`config.mk`:
```
export PLATFORM = sky130hd
export DESIGN_NAME = supv_reset_gen
export DESIGN_NICKNAME = d
export VERILOG_FILES = /design/src/rtl/supv_pkg.sv /design/src/rtl/supv_sync.sv /design/src/rtl/supv_stretch.sv /design/src/rtl/supv_outreg.sv /design/src/rtl/supv_reset_gen.sv
export SDC_FILE = /design/constraint.sdc
export NUM_CORES = 1
export LEC_CHECK = 0
export BUFFER_PORTS_ARGS = -buffer_cell sky130_fd_sc_hd__buf_2
export CAP_MARGIN = 40
export CELL_PAD_IN_SITES_DETAIL_PLACEMENT = 1
export CELL_PAD_IN_SITES_GLOBAL_PLACEMENT = 1
export CORE_ASPECT_RATIO = 0.6
export CORE_UTILIZATION = 31
export CTS_BUF_LIST = sky130_fd_sc_hd__clkbuf_16
export DETAILED_ROUTE_END_ITERATION = 10
export PLACE_DENSITY = 0.61
export SLEW_MARGIN = 30
export SYNTH_ARGS = -nofsm -noshare
export SYNTH_HDL_FRONTEND = slang
export SYNTH_HIERARCHICAL = 1
export SYNTH_SLANG_ARGS = --single-unit
```
`constraint.sdc`:
```
create_clock -name clk -period 2.23 [get_ports clk]
set_input_delay 0.446 -clock clk [delete_from_list [all_inputs] [get_ports clk]]
set_output_delay 0.446 -clock clk [all_outputs]
set_load 0.1 [all_outputs]
```
`src/rtl/supv_pkg.sv`:
```
package supv_pkg;
  // Width of a down-counter that must hold the value n.
  function automatic int unsigned cnt_width(input longint unsigned n);
    int unsigned w;
    w = 1;
    while ((64'd1 << w) <= n) w++;
    return w;
  endfunction

  // Active-level encodings used across the block.
  localparam logic RST_ASSERTED_N = 1'b0;
  localparam logic RST_ASSERTED   = 1'b1;
endpackage

```
`src/rtl/supv_sync.sv`:
```
module supv_sync #(
  parameter int unsigned STAGES  = 2,
  parameter logic        RST_VAL = 1'b1
) (
  input  logic clk,
  input  logic rst,
  input  logic d_in,
  output logic q_out
);
  logic [STAGES-1:0] chain_q;

  genvar g;
  generate
    for (g = 0; g < STAGES; g++) begin : g_stage
      always_ff @(posedge clk) begin
        if (rst) chain_q[g] <= RST_VAL;
        else if (g == 0) chain_q[g] <= d_in;
        else chain_q[g] <= chain_q[(g == 0) ? 0 : g-1];
      end
    end
  endgenerate

  assign q_out = chain_q[STAGES-1];
endmodule

```
`src/rtl/supv_stretch.sv`:
```
module supv_stretch
  import supv_pkg::*;
#(
  parameter int unsigned STRETCH_CYC = 10_000_000
) (
  input  logic clk,
  input  logic rst,
  input  logic cause,
  output logic hold_next
);
  localparam int unsigned CW = cnt_width(STRETCH_CYC);
  localparam logic [CW-1:0] LOAD = CW'(STRETCH_CYC);

  logic [CW-1:0] cnt_q;

  always_ff @(posedge clk) begin
    if (rst || cause) cnt_q <= LOAD;
    else if (cnt_q != '0) cnt_q <= cnt_q - 1'b1;
  end

  assign hold_next = cause | (cnt_q != '0);

  // Check-only run counter: edges since a cause was last seen.
  logic [CW-1:0] clr_run_q;
  always_ff @(posedge clk) begin
    if (rst || cause) clr_run_q <= '0;
    else if (clr_run_q != LOAD) clr_run_q <= clr_run_q + 1'b1;
  end

  assert_reload_R5: assert property (@(posedge clk) disable iff (rst)
    cause |=> (cnt_q == LOAD));

  assert_count_down_R2: assert property (@(posedge clk) disable iff (rst)
    (!cause && cnt_q != '0) |=> (cnt_q == $past(cnt_q) - 1'b1));

  assert_stretch_len_R2: assert property (@(posedge clk) disable iff (rst)
    (cnt_q != '0) |-> ((cnt_q + clr_run_q) == LOAD));
endmodule

```
`src/rtl/supv_outreg.sv`:
```
module supv_outreg
  import supv_pkg::*;
(
  input  logic clk,
  input  logic rst,
  input  logic hold_next,
  output logic lo_n_q,
  output logic hi_q
);
  always_ff @(posedge clk) begin
    if (rst) lo_n_q <= RST_ASSERTED_N;
    else     lo_n_q <= ~hold_next;
  end

  always_ff @(posedge clk) begin
    if (rst) hi_q <= RST_ASSERTED;
    else     hi_q <= hold_next;
  end

  assert_complement_R6: assert property (@(posedge clk) disable iff (rst)
    hi_q == ~lo_n_q);
endmodule

```
`src/rtl/supv_reset_gen.sv`:
```
module supv_reset_gen
  import supv_pkg::*;
#(
  parameter int unsigned STRETCH_CYC = 10_000_000,
  parameter int unsigned SYNC_STAGES = 2
) (
  input  logic clk,
  input  logic rst,
  input  logic supply_ok,
  input  logic mr_n,
  output logic rst_n_out,
  output logic rst_out
);
  logic mr_n_sync;
  logic cause;
  logic hold_next;

  supv_sync #(.STAGES(SYNC_STAGES), .RST_VAL(1'b1)) u_mr_sync (
    .clk(clk), .rst(rst), .d_in(mr_n), .q_out(mr_n_sync)
  );

  assign cause = ~supply_ok | ~mr_n_sync;

  supv_stretch #(.STRETCH_CYC(STRETCH_CYC)) u_stretch (
    .clk(clk), .rst(rst), .cause(cause), .hold_next(hold_next)
  );

  supv_outreg u_out (
    .clk(clk), .rst(rst), .hold_next(hold_next),
    .lo_n_q(rst_n_out), .hi_q(rst_out)
  );

  assert_supply_hold_R1: assert property (@(posedge clk) disable iff (rst)
    !supply_ok |=> !rst_n_out);

  assert_manual_hold_R4: assert property (@(posedge clk) disable iff (rst)
    !mr_n_sync |=> !rst_n_out);

  assert_poweron_R7: assert property (@(posedge clk)
    rst |=> (!rst_n_out && rst_out));
endmodule

```
After elaboration in Yosys (flattened, before gate mapping):

Index checks and enable logic that the tools add are counted.

* register bits after elaboration: 28
* output and inout bits: 2
* logic and storage cells: 13

* $add $sub $neg: 1
* bitwise gates (word level): 5
* reductions and logical operators: 2

Operators with widths (count)
* $reduce_bool 24->1: 1
* $sub 24x1->24 const B: 1
* $not 1->1: 3
* $or 1x1->1: 2
* $logic_or 1x1->1: 1

Depth between registers and ports, before layout:

Gate-level depths: netlist of run 1.

* word-level depth: 4
* depth in mapped cells: 6
* depth with buffers taken out: 6

By module:

Netlist of run 1, hierarchy kept.

By module, submodules not included
* supv_stretch: instances 1, cells an instance 149, area each 1253.7 sq um, sequential area each 480.5 sq um
* supv_sync: instances 1, cells an instance 4, area each 52.6 sq um, sequential area each 40.0 sq um
* supv_outreg: instances 1, cells an instance 4, area each 50.0 sq um, sequential area each 40.0 sq um
* supv_reset_gen: instances 1, cells an instance 1, area each 3.8 sq um, sequential area each 0.0 sq um

Worst setup path before layout of run 1:

OpenSTA, ideal clock, no wires.

* path kind: register to register
* start point: register u_stretch.cnt_q[8]
* end point: register u_out.hi_q
* library setup time: 0.120 ns
* arrival: 1.859 ns
* path slack: 0.251 ns
* stages on the path, launching flop included: 5
* path through: dfxtp_1 > nor4_1 > nand4_1 > or4_1 > or2_1

* cells in the longest elaborated chain, start to end: 2

Ends and longest elaborated chain
* start: declaration: RTL line supv_stretch.sv:14 `logic [CW-1:0] cnt_q;`
* start signal: assignment: RTL line supv_stretch.sv:18 `else if (cnt_q != '0) cnt_q <= cnt_q - 1'b1;`
* $reduce_bool 24->1: RTL line supv_stretch.sv:21 `assign hold_next = cause | (cnt_q != '0);`
* $or 1x1->1: RTL line supv_stretch.sv:21
* named net hold_next: RTL line supv_reset_gen.sv:16 `logic hold_next;`
* end signal: assignment: RTL line supv_outreg.sv:17 `else hi_q <= hold_next;`
* end: declaration: RTL line supv_outreg.sv:8 `output logic hi_q`

The timed path passes the listed nets, and every way through them passes these cells.
A chain may end at the register's enable or synchronous reset.

Final worst setup path of run 1:

* start point: register u_stretch.cnt_q[2]
* end point: register u_stretch.cnt_q[23]

* cells in the longest elaborated chain, start to end: 1
* elaborated cells between the ends (all ways): 2

Ends and longest elaborated chain (RTL line)
* $sub 24x1->24 or $reduce_bool 24->1 (tied branches): supv_stretch.sv:18

Parallel ways exist; a longest one is shown, timed or not.

==> results of run 1 <==
[per-stage QoR]
stage	cell area [sq um]	utilization, %
floorplan	1360	-
global placement	1520	36.5
detailed placement	1520	36.5
CTS	1600	38.3
global route	1600	38.3
finish	1600	38.3
[registers in the layout (all words and copies together) (netlist names)]
signal / cells
u_out/lo_n_q: 1
u_out/hi_q: 1
u_mr_sync/chain_q: 1
u_mr_sync/q_out: 1
u_stretch/cnt_q: 24
[cells by family after synthesis]
family	Yosys count	synth area share (%)
mux	1	0.736
xor+xnor	15	9.66
flops	28	41.2
compound gates	22	9.66
simple gates	85	35.4
fa+ha+maj	2	1.84
buf+inv	5	1.47
[layer usage]
metal  share of wire (%)  up-vias
met1                  56      566
met3                 3.1        4
li1                    -      605
met2                  39       10
met4                 1.5        0
met5                   0        -
[final cells by class]
| class | instances | share of cell area (%) |
|---|---|---|
| multi-input cells | 125 | 48.8 |
| repair buffers | 15 | 6.26 |
| well taps | 60 | 4.70 |
| inverters | 2 | 0.470 |
| flip-flops and latches | 28 | 35.1 |
| clock buffers | 3 | 4.70 |
[timing repair]
item,in CTS,in global routing
resized for setup,0,1
buffers inserted,0,0
hold endpoints to repair,0,0
hold buffers,0,0
setup endpoints to repair,0,1
[synthesized netlist by cell type]
library cell / instances
a211oi_1: 1
a21oi_1: 4
and2_1: 1
and3_1: 1
and4_1: 1
and4bb_2: 2
buf_2: 1
clkbuf_1: 2
dfxtp_1: 28
ha_1: 2
inv_1: 2
mux2i_1: 1
nand2_1: 12
nand3_1: 4
nand4_1: 7
nand4b_1: 1
nor2_1: 22
nor2_4: 1
nor2b_1: 1
nor3_1: 5
nor3b_1: 1
nor4_1: 6
nor4_4: 1
o211ai_1: 1
o21ai_0: 11
o21ai_2: 1
o311ai_0: 2
o31ai_1: 2
or2_1: 3
or2_2: 2
or3_1: 8
or4_1: 6
xnor2_1: 3
xor2_1: 12
[report_power, final]
part           switching (uW)  leakage, uW  total [uW]  internal [uW]
Combinational            78.3     0.000281         132           53.8
Sequential               13.6     0.000228         527            514
Clock                     168    0.0000370         406            238
Total                     260     0.000546        1070            806
[path summary, 6_finish.rpt]
path | cells after the start | slack [ns] | to | startpoint
min reg2reg | 1 | 0.41 | u_mr_sync/q_out | u_mr_sync/chain_q[0]
max | 6 | 0.15 | u_stretch/cnt_q[23] | u_stretch/cnt_q[2]
max reg2reg | 6 | 0.15 | u_stretch/cnt_q[23] | u_stretch/cnt_q[2]
min | 2 | 0.38 | u_mr_sync/chain_q[0] | mr_n
==> impl_metrics.ini, run 1 <==
[outcome]
status = finished, final reports clean

[setup_path]
cp_top_family = simple AND/OR/NAND/NOR gates
slowest_delay_ns = 0.63
endpoint_kind = register
crit_type = reg -> reg
cp.required_ns = 2.44
cp.arrival_ns = 2.29
critPathMaxFanout = 6
worstPathCellList = or4_1 -> buf_4 -> nor2_1 -> nand4_1 -> or3_1 -> nand3_1
crit_path_start_kind = register
critPathSlowestCell = or4_1
crit_buf_inv = 1

[worst_hold_path]
hold_path_class = in -> reg

[timing]
finalSetupViolCount = 0
max_slew_margin_pct = 68.4
skew_ns = 0.00459
min_period_over_period_pct = 93.5
setup_slack_ns = 0.146
rsz0062_at_grt = no
hold_ws_ns = 0.378
min_period_ns = 2.08
clock.fmax_mhz = 480
finalMaxSlewViolations = 0
hold_violations = 0
tightest_slew_ns = 0.469
fin_setup_tns_ns = 0

[place]
dp.cells = 230
port_buffers = 5
hpwl_um = 2910
preCtsSetupSlack_ns = 0.152
gp_congestion = 0.786

[power]
irDropWorstVdd_uv = 260
p_total_uw = 1070
cellLeakagePower_uw = 0.000546
power.density_nw_per_um2 = 667

[die]
rows = 18
fp.dieW_um = 87.5
core_area_sq_um = 4170
dieArea_sq_um = 4660
fp.dieH_um = 53.3
io_pins = 6
initial_utilization_pct = 32.6

[layout]
mostFrequentLayoutCells = dfxtp_1 (28), nor2_1 (22), nand2_1 (12), xor2_1 (12)
syn_to_final_growth_pct = 17.5
antenna_cells = 0
multi_input_area_sq_um = 779
final_common_cell = dfxtp_1
drive_gt1_share_pct = 14.5
seq_area_sq_um = 561
fillers = 512
fin_cells = 233
nets = 181

[global_routing]
globalRouteMet3Util_pct = 4.21
gr-total-overflow = 0
grt.total_usage_pct = 17.8
top_usage_layer = met1
grt_pass1_wl_um = 5970
grt_pass1_vias = 1159
met1_usage_pct = 25.7
antenna_found_initial = 0
grt.met2_usage_pct = 24.7
grt_max_degree = 16

[drt]
drc = 0
wl_per_cell_um = 16.0
avgViaCountPerCell = 5.09
vias = 1185
routed_wl_um = 3730
first_iter_violations = 63
dr.pass1.iters = 4
postRouteAntennaNets = 0

[clocking]
clockBufferDepth = 2
cts_max_level = 1
clk_latency_ns = 0.26
cts_buffers = 3
clockRootBuffer = clkbuf_16
clkTransAtPathRegs_ns = 0.07
cts_tree = done
cts.sinks = 28

[synthesis]
yosysSeqAreaShare_pct = 41.2
synth.distinct_cells = 34
yosys-top-cells-area = dfxtp_1 (41%), xor2_1 (7.7%), nor2_1 (6.1%)
yosysWarnings = 6
synth_top_area_share_pct = 41.2
synth_fp_nets = 164
synth_area_per_cell_sq_um = 8.61
synth_seq_cells = 28
synth_area_leader_cell = dfxtp_1
synth_cells = 158
synthesis.area_sq_um = 1360

[job]
cap_violations = 0
No activity file was read; power rests on OpenSTA's default activity.
==> run 2: changes to the inputs <==
==> constraint.sdc (replaced) <==
create_clock -name clk -period 2.23 [get_ports clk]
set_input_delay 0.669 -clock clk [delete_from_list [all_inputs] [get_ports clk]]
set_output_delay 0.669 -clock clk [all_outputs]
set_load 0.1 [all_outputs]
==> impl_metrics.ini, run 2 (synthesis gave the netlist of run 1 again) <==
[drt]
postRouteAntennaNets = 0
routed_wl_um = 3810
first_iter_violations = 43
drc = 0
dr.pass1.iters = 4
avgViaCountPerCell = 5.28
vias = 1224
wl_per_cell_um = 16.4

[setup_path]
endpoint_kind = register
cp.arrival_ns = 2.27
critPathMaxFanout = 6
r2r_setup_slack_ns = 0.15
crit_path_start_kind = register
timing.rr.start = u_stretch/cnt_q[2]
cp.required_ns = 2.42
worstReg2RegEnd = u_stretch/cnt_q[21]
crit_type = reg -> reg
reg2regPathDepth = 6

[clocking]
cts_buffers = 3
postCtsResizedCells = 0
cts_tree = done
cts-hold-fix-buffers = 0
cts.sinks = 28
clockBufferDepth = 2
clk_latency_ns = 0.26
cts_max_level = 1
post_cts_buffers = 0
clockRootBuffer = clkbuf_16
clkTransAtPathRegs_ns = 0.07

[global_routing]
grt.total_usage_pct = 18.2
antenna_found_initial = 0
grt_pass1_vias = 1202
grt_pass1_wl_um = 6090
grt_max_degree = 16
gr-total-overflow = 0

[die]
core_area_sq_um = 4170
rows = 18
initial_utilization_pct = 32.6
io_pins = 6
fp.dieW_um = 87.5
fp.dieH_um = 53.3
dieArea_sq_um = 4660

[power]
irDropWorstVdd_uv = 310
switchingPower_uw = 258
switching_share_pct = 24.3
p_total_uw = 1060
cellLeakagePower_uw = 0.000537
internal-power_uw = 806
power.density_nw_per_um2 = 671
pwr-share-seq_pct = 49.6
clockPowerShare_pct = 38.1
p_comb_share_pct = 12.3

[worst_hold_path]
hp-start = u_mr_sync/chain_q[0]
hold_depth = 1
whs_endpoint = u_mr_sync/q_out
hold_path_class = reg -> reg

[timing]
finalMaxSlewViolations = 0
max_slew_margin_pct = 67.6
skew_ns = 0.00202
finalSetupViolCount = 0
rsz0062_at_grt = no
fin_setup_tns_ns = 0
tightest_slew_ns = 0.482
clock.fmax_mhz = 481
hold_violations = 0
min_period_over_period_pct = 93.2
min_period_ns = 2.08

[job]
cap_violations = 0

[place]
gp_congestion = 0.783
port_buffers = 5
dp.cells = 228
hpwl_um = 2920

[layout]
nets = 179
mostFrequentLayoutCells = dfxtp_1 (28), nor2_1 (22), nand2_1 (12), xor2_1 (12), o21ai_0 (10)
largest_register_ff_count = 24
fin_cells = 232
antenna_cells = 0
syn_to_final_growth_pct = 16.7
drive_gt1_share_pct = 13.4
top_register = u_stretch/cnt_q
final_common_cell = dfxtp_1

[outcome]
status = finished, final reports clean
[run 2: changes by cell type in the layout (fill, tap and decap cells not counted)]
cell      before  now
buf_4         10    8
clkinv_1       0    1
[run 2: through the flow]
step | area, sq um | hold slack [ns] | utilization, % | setup WS (ns)
2_1_floorplan | 1360 | 0.383 | - | 0.251
3_3_place_gp | 1510 | 0.392 | 36.2 | 0.200
3_5_place_dp | 1510 | 0.407 | 36.2 | 0.138
4_1_cts | 1590 | 0.417 | 38.1 | 0.112
5_1_grt | 1590 | 0.436 | 38.1 | 0.00979
6_report | 1590 | 0.411 | 38.1 | 0.151
[run 2: power by group through the flow]
stage | sequential [uW] | clock (uW) | combinational [uW]
floorplan | 534 | 0 | 86.4
global placement | 537 | 0 | 127
detailed placement | 538 | 0 | 130
CTS | 527 | 418 | 131
global route | 529 | 435 | 144
finish | 528 | 406 | 131
[run 2: cell type report]
type,instances,area [sq um]
Clock inverter,1,3.75
Fill cell,512,2580
Timing Repair Buffer,13,85.1
Multi-Input combinational cell,125,779
Tap cell,60,75.1
Clock buffer,3,75.1
Inverter,2,7.51
Sequential cell,28,561
[run 2: worst max path at each step]
| stage | start | endpoint | cells past startpoint |
|---|---|---|---|
| 2_1_floorplan | u_stretch/cnt_q[8] | u_out/hi_q | 4 |
| 3_3_place_gp | u_stretch/cnt_q[2] | u_stretch/cnt_q[21] | 6 |
| 3_5_place_dp | u_stretch/cnt_q[2] | u_stretch/cnt_q[21] | 6 |
| 4_1_cts | u_stretch/cnt_q[2] | u_stretch/cnt_q[21] | 6 |
| 5_1_grt | u_stretch/cnt_q[20] | u_stretch/cnt_q[4] | 6 |
| 6_report | u_stretch/cnt_q[2] | u_stretch/cnt_q[21] | 6 |
[run 2: layer usage]
metal  share of wire, %  routed length [um]  global-route usage [%]
met1                 54                2070                    25.7
met2                 42                1590                    27.6
met3                3.1                 117                    4.68
met4               0.71                  27                    3.83
met5                  0                   0                       0
[run 2: critical path, cell delays in order, from the launching register on]
cell and delay, ns:
dfxtp_1 0.37, or4_1 0.61, buf_4 0.20, nor2_1 0.23, nand3_1 0.12, or3_1 0.32
a21oi_1 0.16
